`src/rtl/slb_pkg.sv`:
```
package slb_pkg;

    typedef enum logic [1:0] {
        ST_IDLE = 2'd0,
        ST_RUN  = 2'd1,
        ST_FIN  = 2'd2
    } slb_state_e;

endpackage

```
`src/rtl/slb_fsm.sv`:
```
module slb_fsm
    import slb_pkg::*;
(
    input  logic clk,
    input  logic rst_n,
    input  logic go,
    input  logic finish,
    output logic launch,
    output logic run,
    output logic all_done
);

    slb_state_e state_q;
    slb_state_e state_n;

    // state register
    always_ff @(posedge clk) begin
        if (!rst_n) state_q <= ST_IDLE;
        else        state_q <= state_n;
    end

    // next state and outputs
    always_comb begin
        state_n  = state_q;
        launch   = 1'b0;
        run      = 1'b0;
        all_done = 1'b0;
        unique case (state_q)
            ST_IDLE: begin
                launch = go;
                if (go) state_n = ST_RUN;
            end
            ST_RUN: begin
                run = 1'b1;
                if (finish) state_n = ST_FIN;
            end
            ST_FIN: begin
                all_done = 1'b1;
                state_n  = ST_IDLE;
            end
            default: state_n = ST_IDLE;
        endcase
    end

    assert_fin_single_R8: assert property (@(posedge clk) disable iff (!rst_n)
        all_done |=> !all_done);

    assert_no_launch_busy_R1: assert property (@(posedge clk) disable iff (!rst_n)
        run |-> !launch);

endmodule

```
`src/rtl/slb_pick.sv`:
```
module slb_pick #(
    parameter int NUM_SEG = 3,
    parameter int CNT_W   = 8
) (
    input  logic [NUM_SEG-1:0]         cand,
    input  logic [NUM_SEG-1:0]         idle_req,
    input  logic [NUM_SEG*CNT_W-1:0]   remain,
    output logic [NUM_SEG*NUM_SEG-1:0] gnt
);

    // Engines are served in ascending index; each takes the largest
    // remaining candidate not yet taken in this cycle (lowest index on tie).
    always_comb begin
        logic [NUM_SEG-1:0] taken;
        logic               found;
        int                 best;
        logic [CNT_W-1:0]   bval;
        taken = '0;
        gnt   = '0;
        for (int e = 0; e < NUM_SEG; e++) begin
            found = 1'b0;
            best  = 0;
            bval  = '0;
            if (idle_req[e]) begin
                for (int s = 0; s < NUM_SEG; s++) begin
                    if (cand[s] && !taken[s] &&
                        (!found || remain[s*CNT_W +: CNT_W] > bval)) begin
                        found = 1'b1;
                        best  = s;
                        bval  = remain[s*CNT_W +: CNT_W];
                    end
                end
                if (found) begin
                    gnt[e*NUM_SEG + best] = 1'b1;
                    taken[best]           = 1'b1;
                end
            end
        end
    end

endmodule

```
`src/rtl/seg_load_balancer.sv`:
```
module seg_load_balancer #(
    parameter int                 NUM_SEG    = 3,
    parameter int                 CNT_W      = 8,
    parameter logic [NUM_SEG-1:0] SHARE_MASK = 3'b011
) (
    input  logic                       clk,
    input  logic                       rst_n,
    input  logic                       go,
    input  logic [NUM_SEG-1:0]         eng_done,
    input  logic [NUM_SEG*CNT_W-1:0]   eng_remain,
    output logic [NUM_SEG-1:0]         eng_start,
    output logic [NUM_SEG*NUM_SEG-1:0] shr_route,
    output logic                       all_done
);

    localparam logic [NUM_SEG-1:0] ALL_ONE = '1;

    logic launch, run, finish;

    logic [NUM_SEG-1:0]              priv_q, priv_n;
    logic [NUM_SEG-1:0]              assigned_q, assigned_n;
    logic [NUM_SEG-1:0]              start_q, start_n;
    logic [NUM_SEG-1:0][NUM_SEG-1:0] route_q, route_n;   // [segment][engine]
    logic [NUM_SEG-1:0][NUM_SEG-1:0] col_q;              // [engine][segment]
    logic [NUM_SEG-1:0]              shr_act;
    logic [NUM_SEG-1:0]              done_v, own_claim, cand, idle_req;
    logic [NUM_SEG-1:0]              gnt_eng, gnt_seg;
    logic [NUM_SEG*NUM_SEG-1:0]      gnt;

    slb_fsm u_fsm (
        .clk      (clk),
        .rst_n    (rst_n),
        .go       (go),
        .finish   (finish),
        .launch   (launch),
        .run      (run),
        .all_done (all_done)
    );

    always_comb begin
        for (int e = 0; e < NUM_SEG; e++) begin
            shr_act[e] = 1'b0;
            for (int s = 0; s < NUM_SEG; s++) begin
                col_q[e][s] = route_q[s][e];
                shr_act[e]  = shr_act[e] | route_q[s][e];
            end
        end
    end

    assign done_v    = eng_done & (priv_q | shr_act);
    assign own_claim = {NUM_SEG{run}} & SHARE_MASK & done_v & priv_q & ~assigned_q;
    assign cand      = {NUM_SEG{run}} & SHARE_MASK & priv_q & ~done_v & ~assigned_q;
    assign idle_req  = {NUM_SEG{run}} & ~own_claim & (~(priv_q | shr_act) | done_v);

    slb_pick #(
        .NUM_SEG (NUM_SEG),
        .CNT_W   (CNT_W)
    ) u_pick (
        .cand     (cand),
        .idle_req (idle_req),
        .remain   (eng_remain),
        .gnt      (gnt)
    );

    always_comb begin
        for (int e = 0; e < NUM_SEG; e++) begin
            gnt_eng[e] = |gnt[e*NUM_SEG +: NUM_SEG];
        end
        for (int s = 0; s < NUM_SEG; s++) begin
            gnt_seg[s] = 1'b0;
            for (int e = 0; e < NUM_SEG; e++) begin
                gnt_seg[s] = gnt_seg[s] | gnt[e*NUM_SEG + s];
            end
        end
        for (int s = 0; s < NUM_SEG; s++) begin
            for (int e = 0; e < NUM_SEG; e++) begin
                route_n[s][e] = !launch && SHARE_MASK[s] &&
                                ((route_q[s][e] && !done_v[e]) ||
                                 (own_claim[s] && (s == e)) ||
                                 gnt[e*NUM_SEG + s]);
            end
        end
        priv_n     = launch ? ALL_ONE : (priv_q & ~done_v);
        assigned_n = launch ? '0 : (assigned_q | own_claim | gnt_seg);
        start_n    = launch ? ALL_ONE : (own_claim | gnt_eng);
        finish     = run && (priv_n == '0) && (route_n == '0);
    end

    always_ff @(posedge clk) begin
        if (!rst_n) begin
            priv_q     <= '0;
            assigned_q <= '0;
            start_q    <= '0;
            route_q    <= '0;
        end else begin
            priv_q     <= priv_n;
            assigned_q <= assigned_n;
            start_q    <= start_n;
            route_q    <= route_n;
        end
    end

    assign eng_start = start_q;
    assign shr_route = route_q;

    assert_launch_private_R1: assert property (@(posedge clk) disable iff (!rst_n)
        $past(launch) |-> (eng_start == ALL_ONE && route_q == '0));

    assert_done_idle_R8: assert property (@(posedge clk) disable iff (!rst_n)
        all_done |-> (priv_q == '0 && shr_act == '0));

    assert_start_has_job_R3: assert property (@(posedge clk) disable iff (!rst_n)
        eng_start != '0 |-> ((eng_start & ~(priv_q | shr_act)) == '0));

    genvar gs, ge;
    generate
        for (gs = 0; gs < NUM_SEG; gs++) begin : g_seg_chk
            assert_route_onehot_R6: assert property (@(posedge clk) disable iff (!rst_n)
                $onehot0(route_q[gs]));
            assert_share_once_R5: assert property (@(posedge clk) disable iff (!rst_n)
                $rose(|route_q[gs]) |-> !$past(assigned_q[gs]));
            for (ge = 0; ge < NUM_SEG; ge++) begin : g_eng_chk
                assert_borrow_from_busy_R4: assert property (@(posedge clk) disable iff (!rst_n)
                    $rose(route_q[gs][ge]) |-> $past(priv_q[gs]));
            end
        end
        for (ge = 0; ge < NUM_SEG; ge++) begin : g_job_chk
            assert_one_job_R7: assert property (@(posedge clk) disable iff (!rst_n)
                $onehot0({priv_q[ge], col_q[ge]}));
        end
    endgenerate

endmodule

```
`config.mk`:
```
export PLATFORM = sky130hd
export DESIGN_NAME = seg_load_balancer
export DESIGN_NICKNAME = d
export VERILOG_FILES = /design/src/rtl/slb_pkg.sv /design/src/rtl/slb_fsm.sv /design/src/rtl/slb_pick.sv /design/src/rtl/seg_load_balancer.sv
export SDC_FILE = /design/constraint.sdc
export NUM_CORES = 1
export LEC_CHECK = 0
export BUFFER_PORTS_ARGS = -buffer_cell sky130_fd_sc_hd__buf_2
export CORE_MARGIN = 4
export CORE_UTILIZATION = 42
export CTS_BUF_LIST = sky130_fd_sc_hd__clkbuf_16
export CTS_CLUSTER_DIAMETER = 40
export CTS_CLUSTER_SIZE = 8
export DETAILED_ROUTE_END_ITERATION = 16
export PLACE_DENSITY = 0.8
export SETUP_SLACK_MARGIN = 0.2
export SLEW_MARGIN = 30
export SYNTH_ARGS = -nofsm -noshare
export SYNTH_HDL_FRONTEND = slang
export SYNTH_SLANG_ARGS = --single-unit
```
`constraint.sdc`:
```
create_clock -name clk -period 2.4 [get_ports clk]
set_input_delay 0.12 -clock clk [delete_from_list [all_inputs] [get_ports clk]]
set_output_delay 0.12 -clock clk [all_outputs]
set_load 0.01 [all_outputs]
```
Word-level counts from Yosys, hierarchy flattened
Index checks and enable logic that the tools add are counted.
{ "op_classes": {"n_addsub": 2, "mul": 0, "div_mod_pow": 0, "magnitude_cmp": 15, "eq_ne": 4, "shifts": 0, "mux": 67, "bitwise": 35, "reduce_logical": 69} }
{ "ops": {"columns": ["cell", "count"], "rows": [
  ["$ge A32 B1 Y1 const B", 4],
  ["$lt A32 B6 Y1 const B", 3],
  ["$mux W32", 3],
  ["$mux W8", 12],
  ["$lt A32 B4 Y1 const B", 2],
  ["$mux W9", 6],
  ["$gt A8 B8 Y1", 6],
  ["$add A3 B32 Y32 const A", 1],
  ["$add A4 B32 Y32 const A", 1],
  ["$logic_and A1 B1 Y1", 31],
  ["$mux W1", 29],
  ["$and A3 B3 Y3", 8],
  ["$mux W3", 6],
  ["$or A3 B3 Y3", 6],
  ["$or A9 B9 Y9", 2],
  ["$logic_not A1 Y1", 16],
  ["$logic_or A1 B1 Y1", 14],
  ["$demux W1 S4", 3],
  ["$not A3 Y3", 4],
  ["$mux W2", 5],
  ["$or A1 B1 Y1", 9],
  ["$reduce_or A3 Y1", 3],
  ["$and A2 B3 Y3", 2],
  ["$logic_not A6 Y1", 1],
  ["11 further kinds", 15]
]} }
{ "totals": {"reg_bits": 17, "latchBits": 0, "ram_bits": 0, "romBits": 0, "inputBits": 30, "out_inout_bits": 13, "wordCells": 198, "mem_count": 0} }

Logic depth before layout (Yosys ltp)
{ "logic_depth": {"word_depth": 76, "depth_mapped": 12} }

By module
A second synthesis with hierarchy kept.
{ "unflattened": {"cells_unflattened": 324, "area_unflattened_um2": 2517.4} }
{ "by_module_without_submodules": {"columns": ["module", "instances", "cells_per_inst", "area_per_inst_um2", "seq_area_each_um2"], "rows": [
  ["slb_pick", 1, 240, 1794.2, 0.0],
  ["seg_load_balancer", 1, 73, 614.3, 280.3],
  ["slb_fsm", 1, 11, 108.9, 40.0]
]} }

Worst setup path before layout
Ideal clock, no wire load.
{ "synth_timing": {"kind": "reg2reg", "startpoint": "reg route_q, in the netlist shr_route[4]", "endpoint": "reg route_q, in the netlist shr_route[5]", "arrival_ps": 2238, "t_required_ps": 2285, "setup_slack_ps": 47, "stages_incl_launch_ff": 12, "period_less_slack_ps": 2353, "path_cell_list": "dfxtp_1 > nor3_1 > a211oi_2 > or2_1 > buf_2 > nand3_1 > ha_1 > and4b_1 > a211oi_1 > o22ai_1 > o21ai_1 > a21bo_2"} }
{ "synth_between": {"elab_chain_cells": 66, "word_cells_on_any_way": 124} }
{ "synth_lines": {"columns": ["element", "line_no", "source"], "rows": [
  ["start, declared", "seg_load_balancer.sv:23", "logic [NUM_SEG-1:0][NUM_SEG-1:0] route_q, route_n;"],
  ["start signal, assigned", "seg_load_balancer.sv:99", "route_q <= route_n;"],
  ["$or A1 B1 Y1 (*) (2 in a row)", "seg_load_balancer.sv:45", "shr_act[e] = shr_act[e] | route_q[s][e];"],
  ["$or A3 B3 Y3 (*)", "seg_load_balancer.sv:50, seg_load_balancer.sv:53", null],
  ["$and A3 B3 Y3", "seg_load_balancer.sv:50", "assign done_v = eng_done & (priv_q | shr_act);"],
  ["$not A3 Y3", "seg_load_balancer.sv:52", "assign cand = {NUM_SEG{run}} & SHARE_MASK & priv_q & ~done_v & ~assigned_q;"],
  ["$and A3 B3 Y3 (2 in a row)", "seg_load_balancer.sv:52", null],
  ["$logic_and A1 B1 Y1", "slb_pick.sv:26", "if (cand[s] && !taken[s] &&"],
  ["$mux W8 or $mux W1 (tied branches)", "slb_pick.sv:26", null],
  ["$mux W8 or $mux W1 (tied branches)", "slb_pick.sv:24", "if (idle_req[e]) begin"],
  ["(+48 left out)", null, null],
  ["$logic_and A1 B1 Y1 (implied by the code)", "slb_pick.sv:34", "gnt[e*NUM_SEG + best] = 1'b1;"],
  ["$mux W1 (implied by the code)", "slb_pick.sv:34", null],
  ["$demux W1 S4", null, null],
  ["$or A9 B9 Y9 (no source line)", null, null],
  ["$mux W9", "slb_pick.sv:33", "if (found) begin"],
  ["$mux W9 (*)", "slb_pick.sv:24", null],
  ["$logic_or A1 B1 Y1 (*)", "seg_load_balancer.sv:79", "(own_claim[s] && (s == e)) ||"],
  ["$logic_and A1 B1 Y1 (*)", "seg_load_balancer.sv:77", "route_n[s][e] = !launch && SHARE_MASK[s] &&"]
]} }
Mark *: on every way between the ends. The rest lies on a longest branch, timed or not. The select of a mux whose other input is x is not followed.
A chain may end at the register's enable or synchronous reset.

Worst setup path after layout
{ "layout_timing": {"startpoint": "reg priv_q[1]", "endpoint": "reg route_q, in the netlist shr_route[5]"} }
{ "layout_between": {"elab_chain_cells": 64, "word_cells_on_any_way": 123} }
{ "layout_lines": {"columns": ["element", "line_no", "source"], "rows": [
  ["start, declared", "seg_load_balancer.sv:20", "logic [NUM_SEG-1:0] priv_q, priv_n;"],
  ["start signal, assigned", "seg_load_balancer.sv:96", "priv_q <= priv_n;"],
  ["$or A3 B3 Y3", "seg_load_balancer.sv:50, seg_load_balancer.sv:53", null],
  ["$and A3 B3 Y3", "seg_load_balancer.sv:50", null],
  ["$not A3 Y3", "seg_load_balancer.sv:52", null],
  ["$and A3 B3 Y3 (2 in a row)", "seg_load_balancer.sv:52", null],
  ["$logic_and A1 B1 Y1", "slb_pick.sv:26", null],
  ["$mux W8 or $mux W1 (tied branches)", "slb_pick.sv:26", null],
  ["$mux W8 or $mux W1 (tied branches)", "slb_pick.sv:24", null],
  ["$gt A8 B8 Y1 or $logic_not A1 Y1 (tied branches)", "slb_pick.sv:27", "(!found || remain[s*CNT_W +: CNT_W] > bval)) begin"],
  ["(+47 left out)", null, null],
  ["$logic_and A1 B1 Y1 (implied by the code)", "slb_pick.sv:34", null],
  ["$mux W1 (implied by the code)", "slb_pick.sv:34", null],
  ["$demux W1 S4", null, null],
  ["$or A9 B9 Y9 (no source line)", null, null],
  ["$mux W9", "slb_pick.sv:33", null],
  ["$mux W9 (*)", "slb_pick.sv:24", null],
  ["$logic_or A1 B1 Y1 (*)", "seg_load_balancer.sv:79", null],
  ["$logic_and A1 B1 Y1 (*)", "seg_load_balancer.sv:77", null]
]} }
Marks and branches as above.

==> flow_summary.toml <==
[clock_tree]
holdBufCountCts = 0
clk_pin_slew_ns = 0.05
numCtsBuffers = 3
clk-insertion-delay-late_ns = 0.25
cts_max_level = 1
tritoncts = "done"
cts_sinks = 16
clock_path_buffers = 2
root_buffer = "clkbuf_16"

[floorplan]
die_area_mm2 = 0.003298
die_h_um = 57.43
die_x_um = 57.43
rows = 17
coreArea_mm2 = 0.002276
start_util_pct = 45.08
ios = 43

[setup_path]
slowest_delay_ns = 0.37
crit_chain = "nor2b_2 -> a211oi_2 -> or2_4 -> nand3_2 -> ha_4 -> and4b_1 -> a211oi_2 -> o22ai_2 -> o21ai_2 -> a21bo_2"
cp.arrival_ns = 2.43
crit_top_cell = "a211oi_2"
path_buf_inv = 0
worstSetupEndpointType = "flop"
worst-path-max-fanout = 8
cpLargestDelayFamily = "compound AO/OA/AOI/OAI gates"
cp-start-kind = "flop"
crit_required_ns = 2.54
criticalPathCategory = "flop to flop"
crit_path_top_delay_cell = "dfxtp_4"

[global_route]
grt_overflow_total = 0
grtUsageTotal_pct = 18.89
grt_pass1_vias = 1112
grt_start_max_net_pins = 10
grt_pass1_wl_um = 4912
antenna_found_initial = 0

[place]
numPortBuffers = 31
dp_hpwl_um = 2194
dp_slack_ns = -0.1038
routabilityCongestion = 0.8916

[route]
drtPass1Iterations = 4
initialDrtViolationCount = 27
post_drt_via_cell_ratio = 5.630
drc = 0
antenna_left = 0
drt_wl_total_um = 3002
wl_per_cell_um = 15.64
vias = 1081

[synthesis]
synth_ff_type = "dfxtp_1"
ys_ff_latch = 16
seq_area_frac_synth_pct = 31.22
synth_cells = 120
async_flop_share_pct = 0
syn_area_per_cell_um2 = 8.550
synth_warnings = 0
synth_cell_types = 45
synth_edf_count = 0
synth.cell_area_mm2 = 0.001026

[power]
pwr-share-seq_pct = 36.3
design_power_total_mw = 0.8093
power_density_mw_per_mm2 = 532.3
power_switching_mw = 0.2172
swShare_pct = 26.84
power_frac_clock_pct = 40.2
combinationalPowerShare_pct = 23.5
leakage_nw = 0.6414
vdd_drop_max_mv = 0.5582
internal_power_mw = 0.5920

[timing]
rsz0062_at_grt = "true"
post-route-period-util_pct = 95.32
final-setup-viol-count = 0
slew_violations = 0
hold_viol = 0
max_freq_mhz = 437.1
finalSetupTns_ns = 0
period_needed_ns = 2.288
holdWs_ns = 0.1817
setup_ws_ns = 0.1123
finClkSkew_ns = 0.005833

[run]
cap_viol_max_count = 0

[status]
status = "finished, final reports clean"

[cells_and_area]
num_antenna_cells = 0
nNetsFinal = 203
layout-drive-gt1-share_pct = 46.95
final_util_pct = 66.79
areaGrowthSynthToFinish_pct = 48.17

[hold_path]
hold_path.class = "input pin to flop"
-- cell families after synthesis --
family	synth area share (%)
fa+ha+maj	9.756
other cells	0.3655
mux	0.9756
flops	31.22
buf+inv	5.731
simple gates	30.37
compound gates	21.59
-- worst register-to-register path, stage by stage, from the launching register on --
cell and delay [ns]:
dfxtp_4 0.37, nor2b_2 0.05, a211oi_2 0.25, or2_4 0.24, nand3_2 0.11, ha_4 0.25, and4b_1 0.21, a211oi_2 0.19
o22ai_2 0.11, o21ai_2 0.17, a21bo_2 0.23
-- registers in the layout, indices dropped and copies added, names as in the netlist --
signal         count
shr_route          6
assigned_q         2
u_fsm.state_q      2
priv_q             3
eng_start          3
-- cells in the mapped netlist, types with 2 or more instances --
cell,instances,share of area (%)
nand3b_1,2,1.5
nand3_1,8,3.9
o21a_1,3,2.2
nor3_1,3,1.5
buf_4,3,2.2
nand2_1,7,2.6
and2_1,3,1.8
o22ai_1,3,1.8
buf_2,2,0.98
nor2b_1,6,3.7
a31oi_1,4,2.4
ha_1,8,9.8
nand2b_1,5,3.0
o21ai_0,3,1.5
dfxtp_1,16,31
nand4_1,2,1.2
nor2_1,4,1.5
a21oi_1,9,4.4
inv_1,3,1.1
-- path summary, 6_finish.rpt --
| path | slack (ns) | endpoint | cells past startpoint | start |
|---|---|---|---|---|
| setup / recovery | 0.11 | shr_route[5] | 10 | priv_q[1] |
| hold / removal | 0.18 | eng_start[1] | 2 | rst_n |
| setup reg to reg | 0.11 | shr_route[5] | 10 | priv_q[1] |
| hold reg to reg | 0.48 | priv_q[2] | 2 | priv_q[2] |
-- layout make-up --
| class | count | area [µm²] |
|---|---|---|
| inverters | 3 | 11.26 |
| repair buffers | 45 | 276.5 |
| clock buffers | 3 | 75.07 |
| multi-input cells | 96 | 790.8 |
| clock inverters | 1 | 3.754 |
| well taps | 28 | 35.03 |
| fillers | 174 | 755.7 |
| flip-flops and latches | 16 | 327.8 |
-- cells in the final DEF, fill, tap and decap left out, types with 2 or more instances in the layout --
cell,n
buf_4,12
nand3_1,3
o22ai_1,2
a31oi_1,4
inv_1,3
and2_1,3
clkbuf_16,3
nand2_1,7
o21a_1,3
ha_1,4
nand4_1,2
nor2b_1,4
conb_1,3
dfxtp_1,12
nand2b_1,5
nand3b_1,2
ha_4,4
nand3_4,2
a211oi_2,2
nor3_4,2
o21ai_0,3
nor2_1,4
a21oi_1,9
nor3_1,2
nand3_2,3
buf_2,31
dfxtp_2,3
-- per-stage QoR --
step,instances,cell area [µm²]
2_1_floorplan,122,1102
3_3_place_gp,181,1303
3_5_place_dp,181,1303
4_1_cts,190,1459
5_1_grt,192,1520
6_report,192,1520
-- per-layer routing --
layer	global-route usage [%]	up-vias	wire, µm
met2	34.03	42	1567
met1	20.46	509	1212
met4	7.285	0	51
met3	5.656	6	170
met5	0	-	0
li1	-	524	-
-- power by group through the flow --
stage | Combinational, mW | Sequential, mW | Clock, mW
after floorplan | 0.101 | 0.301 | 0
after global placement | 0.154 | 0.297 | 0
after detailed placement | 0.161 | 0.298 | 0
after CTS | 0.177 | 0.293 | 0.333
after global routing | 0.207 | 0.295 | 0.343
final | 0.190 | 0.294 | 0.325
-- what timing repair did --
item	in CTS	in global routing
setup buffers	5	2
setup endpoints to repair	4	4
resized for setup	8	8
pin swaps	9	8
hold endpoints to repair	0	0
No activity file was read; power rests on OpenSTA's default activity.
